### src/rtl/hzd_pkg.sv
package hzd_pkg;
  // Producer stages that sit downstream of address computation.
  typedef enum logic [1:0] {
    PROD_OPFETCH = 2'd0,
    PROD_OPERATE = 2'd1,
    PROD_STORE   = 2'd2
  } prod_stage_e;

  localparam int unsigned NUM_PROD = 3;
endpackage

### src/rtl/hzd_match.sv
module hzd_match #(
  parameter int unsigned REG_W = 4
) (
  input  logic             cons_need,
  input  logic             cons_vld,
  input  logic [REG_W-1:0] cons_reg,
  input  logic             prod_wr,
  input  logic             prod_vld,
  input  logic [REG_W-1:0] prod_reg,
  output logic             hit
);
  logic cons_live;
  logic prod_live;
  logic same_reg;

  always_comb begin
    cons_live = cons_need & cons_vld;
    prod_live = prod_wr & prod_vld;
    same_reg  = (cons_reg == prod_reg);
    hit       = cons_live & prod_live & same_reg;
  end
endmodule

### src/rtl/hzd_orreduce.sv
module hzd_orreduce #(
  parameter int unsigned N = 3
) (
  input  logic [N-1:0] terms,
  output logic         any
);
  always_comb begin
    any = 1'b0;
    for (int i = 0; i < N; i++) any = any | terms[i];
  end
endmodule

### src/rtl/reg_interlock.sv
module reg_interlock
  import hzd_pkg::*;
#(
  parameter int unsigned REG_W = 4
) (
  input  logic             ac_need,
  input  logic [REG_W-1:0] ac_reg,
  input  logic             ac_vld,
  input  logic             of_mightwr,
  input  logic [REG_W-1:0] of_reg,
  input  logic             of_vld,
  input  logic             op_mightwr,
  input  logic [REG_W-1:0] op_reg,
  input  logic             op_vld,
  input  logic             os_wr,
  input  logic [REG_W-1:0] os_reg,
  input  logic             os_vld,
  output logic             lock_req
);
  logic [NUM_PROD-1:0]            p_wr;
  logic [NUM_PROD-1:0]            p_vld;
  logic [NUM_PROD-1:0][REG_W-1:0] p_reg;
  logic [NUM_PROD-1:0]            p_hit;

  always_comb begin
    p_wr[PROD_OPFETCH]  = of_mightwr;
    p_vld[PROD_OPFETCH] = of_vld;
    p_reg[PROD_OPFETCH] = of_reg;
    p_wr[PROD_OPERATE]  = op_mightwr;
    p_vld[PROD_OPERATE] = op_vld;
    p_reg[PROD_OPERATE] = op_reg;
    p_wr[PROD_STORE]    = os_wr;
    p_vld[PROD_STORE]   = os_vld;
    p_reg[PROD_STORE]   = os_reg;
  end

  for (genvar g = 0; g < NUM_PROD; g++) begin : g_cmp
    hzd_match #(.REG_W(REG_W)) u_match (
      .cons_need (ac_need),
      .cons_vld  (ac_vld),
      .cons_reg  (ac_reg),
      .prod_wr   (p_wr[g]),
      .prod_vld  (p_vld[g]),
      .prod_reg  (p_reg[g]),
      .hit       (p_hit[g])
    );
  end

  hzd_orreduce #(.N(NUM_PROD)) u_or (
    .terms (p_hit),
    .any   (lock_req)
  );
endmodule

### config.mk
export PLATFORM = sky130hd
export DESIGN_NAME = reg_interlock
export DESIGN_NICKNAME = d
export VERILOG_FILES = /design/src/rtl/hzd_pkg.sv /design/src/rtl/hzd_match.sv /design/src/rtl/hzd_orreduce.sv /design/src/rtl/reg_interlock.sv
export SDC_FILE = /design/constraint.sdc
export NUM_CORES = 1
export LEC_CHECK = 0
export BUFFER_PORTS_ARGS = -buffer_cell sky130_fd_sc_hd__buf_2
export CAP_MARGIN = 10
export CORE_AREA = 2 2 39 41
export DETAILED_ROUTE_END_ITERATION = 6
export DIE_AREA = 0 0 41 43
export PLACE_DENSITY = 0.46
export SLEW_MARGIN = 20
export SYNTH_ARGS = -nofsm -noshare
export SYNTH_HDL_FRONTEND = slang
export SYNTH_HIERARCHICAL = 1
export SYNTH_SLANG_ARGS = --single-unit
### constraint.sdc
create_clock -name vclk -period 0.98
set_clock_uncertainty 0.1 [all_clocks]
set_input_delay 0.147 -clock vclk [all_inputs]
set_output_delay 0.147 -clock vclk [all_outputs]
set_load 0.02 [all_outputs]
-- Word-level counts from Yosys, hierarchy flattened
Index checks and enable logic that the tools add are counted.
- bits of input ports: 24
- memories kept: 0
- output and inout port bits: 1
- bits in latches: 0
- register bits: 0
- memory bits (read-only): 0
- bits in writable memories: 0
- word-level logic and storage cells: 15
- add/sub/neg operators: 0
- $mul: 0
- div/mod/pow operators: 0
- $lt $le $gt $ge: 0
- bitwise operators: 12
- shift-type cells: 0
- eq/ne operators: 3
- reduce and logical (&&, ||, !) cells: 0
- muxes and demuxes: 0
- operators by type and width (cell ; count):
    $eq A4 B4 Y1 ; 3
    $and A1 B1 Y1 ; 10
    $or A1 B1 Y1 ; 2

-- Longest topological paths before layout
- word-level depth: 5
- depth in mapped cells: 4
- mapped depth without buffers: 4

-- Modules after synthesis
Netlist, hierarchy kept.
- by module, submodules not included (module ; sequential area each (um2) ; cells an instance ; area an instance (um2) ; instances):
    hzd_match ; 0.0 ; 7 ; 56.3 ; 3
    hzd_orreduce ; 0.0 ; 1 ; 6.3 ; 1

-- Worst setup path after synthesis
No wires, ideal clock.
- kind: input to output
- start point: input ac_reg[2]
- end point: output lock_req
- cell stages on the path: 4
- buffers on the path: 0
- arrival time: 0.835 ns
- required time: 0.733 ns
- slack: -0.102 ns
- cells stage by stage: xnor2_1 -> nand3_1 -> nor3_2 -> or3_1
- word-level cells in the longest chain between the ends: 4
- elaborated cells on any way between the ends: 8
- classes of those cells: eq/ne: 3; bitwise: 5
- ends and longest elaborated chain (what ; RTL line ; text):
    start: declaration ; reg_interlock.sv:7 ; input logic [REG_W-1:0] ac_reg,
    $eq A4 B4 Y1 ; hzd_match.sv:19 ; same_reg = (cons_reg == prod_reg);
    $and A1 B1 Y1 ; hzd_match.sv:20 ; hit = cons_live & prod_live & same_reg;
    via p_hit[1] ; reg_interlock.sv:23 ; logic [NUM_PROD-1:0] p_hit;
    $or A1 B1 Y1 (2 in a row) ; hzd_orreduce.sv:9 ; for (int i = 0; i < N; i++) any = any | terms[i];
    end: declaration ; reg_interlock.sv:18 ; output logic lock_req
The timed path passes the listed nets, and every way through them passes these cells.

-- Worst setup path after layout
- start point: input ac_reg[3]
- end point: output lock_req
Same word-level chain as after synthesis.

==> metrics.md <==
| Metric | Value |
|---|---|
| Dpl cells | `63` |
| Die area | `1763 um2` |
| Die height | `43 um` |
| Failing checks | `negative setup slack` |
| Cell Rows | `14` |
| Synth warn | `6` |
| CP max FO | `3` |
| 1st-pass router iterations | `1` |
| Min Tclk post-route | `1269 ps` |
| Startpoint Class | `input pin` |
| First-pass GRT wire length | `765 um` |
| Mean post-synth cell area | `approximately 8 um2` |
| CP delay by family, top | `simple AND/OR/NAND/NOR gates` |
| Synthesized instance count | `22` |
| Post-Syn Nets | `46` |
| Routed length per instance | `around 8.4 um` |
| Relative slew margins | `about 90%` |
| CP endpoint kind | `output port` |
| DRC violations left | `0` |
| Crit path cell chain | `buf_8 -> xnor2_2 -> nand3_1 -> nor3_2 -> or3_4 -> buf_6` |
| Initial DRC Count | `0` |
| Proportion of layout cells with a drive suffix above 1 | `between 70% and 80%` |
| CP bufs+invs | `2` |
| Syn-to-layout area delta | `135.0%` |
| Max Slew Vio Count | `0` |
| Total power | `156.2 uW` |
| Status | `complete, but fails checks` |
| Crit path kind | `input pin to output port` |
| Vias in the first global route | `216` |
| Crit path arrival time | `1020 ps` |
| HPWL after DPL | `approximately 470 um` |
| Mapped cell area | `175.2 um2` |
| Core area | `about 1400 um2` |
| Post-route ant nets | `0` |
| Final period util | `129.5%` |
| Input/output buffers | `25` |
| Post-Route WL | `around 530 um` |
| Initial antenna violation count | `0` |
| Register area | `0 um2` |
| Max VDD drop | `roughly 0.12 mV` |
| Setup Buffers After CTS | `0` |
| Highest-count cells in the layout ignoring fill and taps | `buf_2, xnor2_1, buf_6, xnor2_2` |
| Crit path largest cell delay | `380 ps` |
| Num sequential | `0` |
| Total overflow reported by the global router | `0` |
| Global-route usage over all layers | `approximately 5.9%` |
| Top-level I/O count | `25` |
| Setup violations, final | `1` |
| Final Hold Viols | `0` |
| Max frequency | `787.9 MHz` |
| Pin count of the biggest net entering global routing | `4` |
| Yosys cell types | `6` |
| Slowest stage cell, crit path | `or3_4` |
| Nets | `73` |
| DP Worst Slack | `-336.2 ps` |
| Pleak | `0.0001799 uW` |
| Commonest non-fill, non-tap cell in the layout | `buf_2` |
| N_diodes | `0` |
| Max Cap Viol | `0` |
| RSZ-0062 raised after global routing | `true` |
| Routability congestion estimate from global placement | `0.6156` |
| Least-Margin Pin Slew | `146.2 ps` |
| Clkbuf count | `0` |
| Data required time of the worst path | `730 ps` |
| Vias/cell | `3.857` |
| DR vias | `243` |
| Setup ws final | `-289.2 ps` |
| Seq/Total Area, Yosys | `0%` |
| PD cells | `around 380 nW/um2` |
| Die extent in x | `roughly 40 um` |
| Fin cells | `63` |
| Setup TNS | `-289.2 ps` |
| Starting Density | `12.66%` |
| Hold Path Class | `input pin to output port` |
cells by family after synthesis:
| logic type | count (synthesis) | share of synthesized area (%) |
|---|---|---|
| xor gates and xnor gates | 12 | 60.01 |
| and+or+nand+nor | 10 | 40.00 |
synthesized netlist by cell type, drive strengths merged:
master  count  area share (%)
nand3       3             8.6
nand4       3              11
nor3        3              17
or3         1             3.6
xnor2       9              45
xor2        3              15
per-stage QoR:
stage | area, um2 | hold slack [ps] | utilization [%]
2_1_floorplan | 180.2 | 538.3 | -
3_3_place_gp | 325.3 | 764.5 | 23.51
3_5_place_dp | 325.3 | 767.6 | 23.51
4_1_cts | 391.6 | 688.3 | 28.30
5_1_grt | 411.6 | 737.2 | 29.75
6_report | 411.6 | 678.6 | 29.75
area by class of cell:
type / instances / area, um2
Multi-Input combinational cell: 22 / 225.2
Tap cell: 16 / 20.02
Timing Repair Buffer: 25 / 166.4
Fill cell: 159 / 972.2
power by group:
group	leakage [uW]	total [uW]	switching [uW]	internal [uW]
clock network	0	0	0	0
registers	0	0	0	0
logic	0.000180	156	59.7	96.5
total	0.000180	156	59.7	96.5
final timing paths:
check	from	to	slack, ps	cells past startpoint
worst min-delay path	os_reg[0]	lock_req	680	5
worst max-delay path	ac_reg[3]	lock_req	-290	6
layer usage:
metal / wire length (um) / up-vias / global-route usage (%)
li1: - / 127 / -
met1: 218 / 99 / 8.917
met2: 232 / 17 / 9.688
met3: 78 / 0 / 0
met4: 0 / 0 / 0
met5: 0 / - / 0
what timing repair did:
item	4_1_cts	5_1_grt
setup endpoints to repair	1	1
pin swaps	7	6
hold buffers	0	0
resized for setup	14	5
Power figures use the tool's default switching activity.
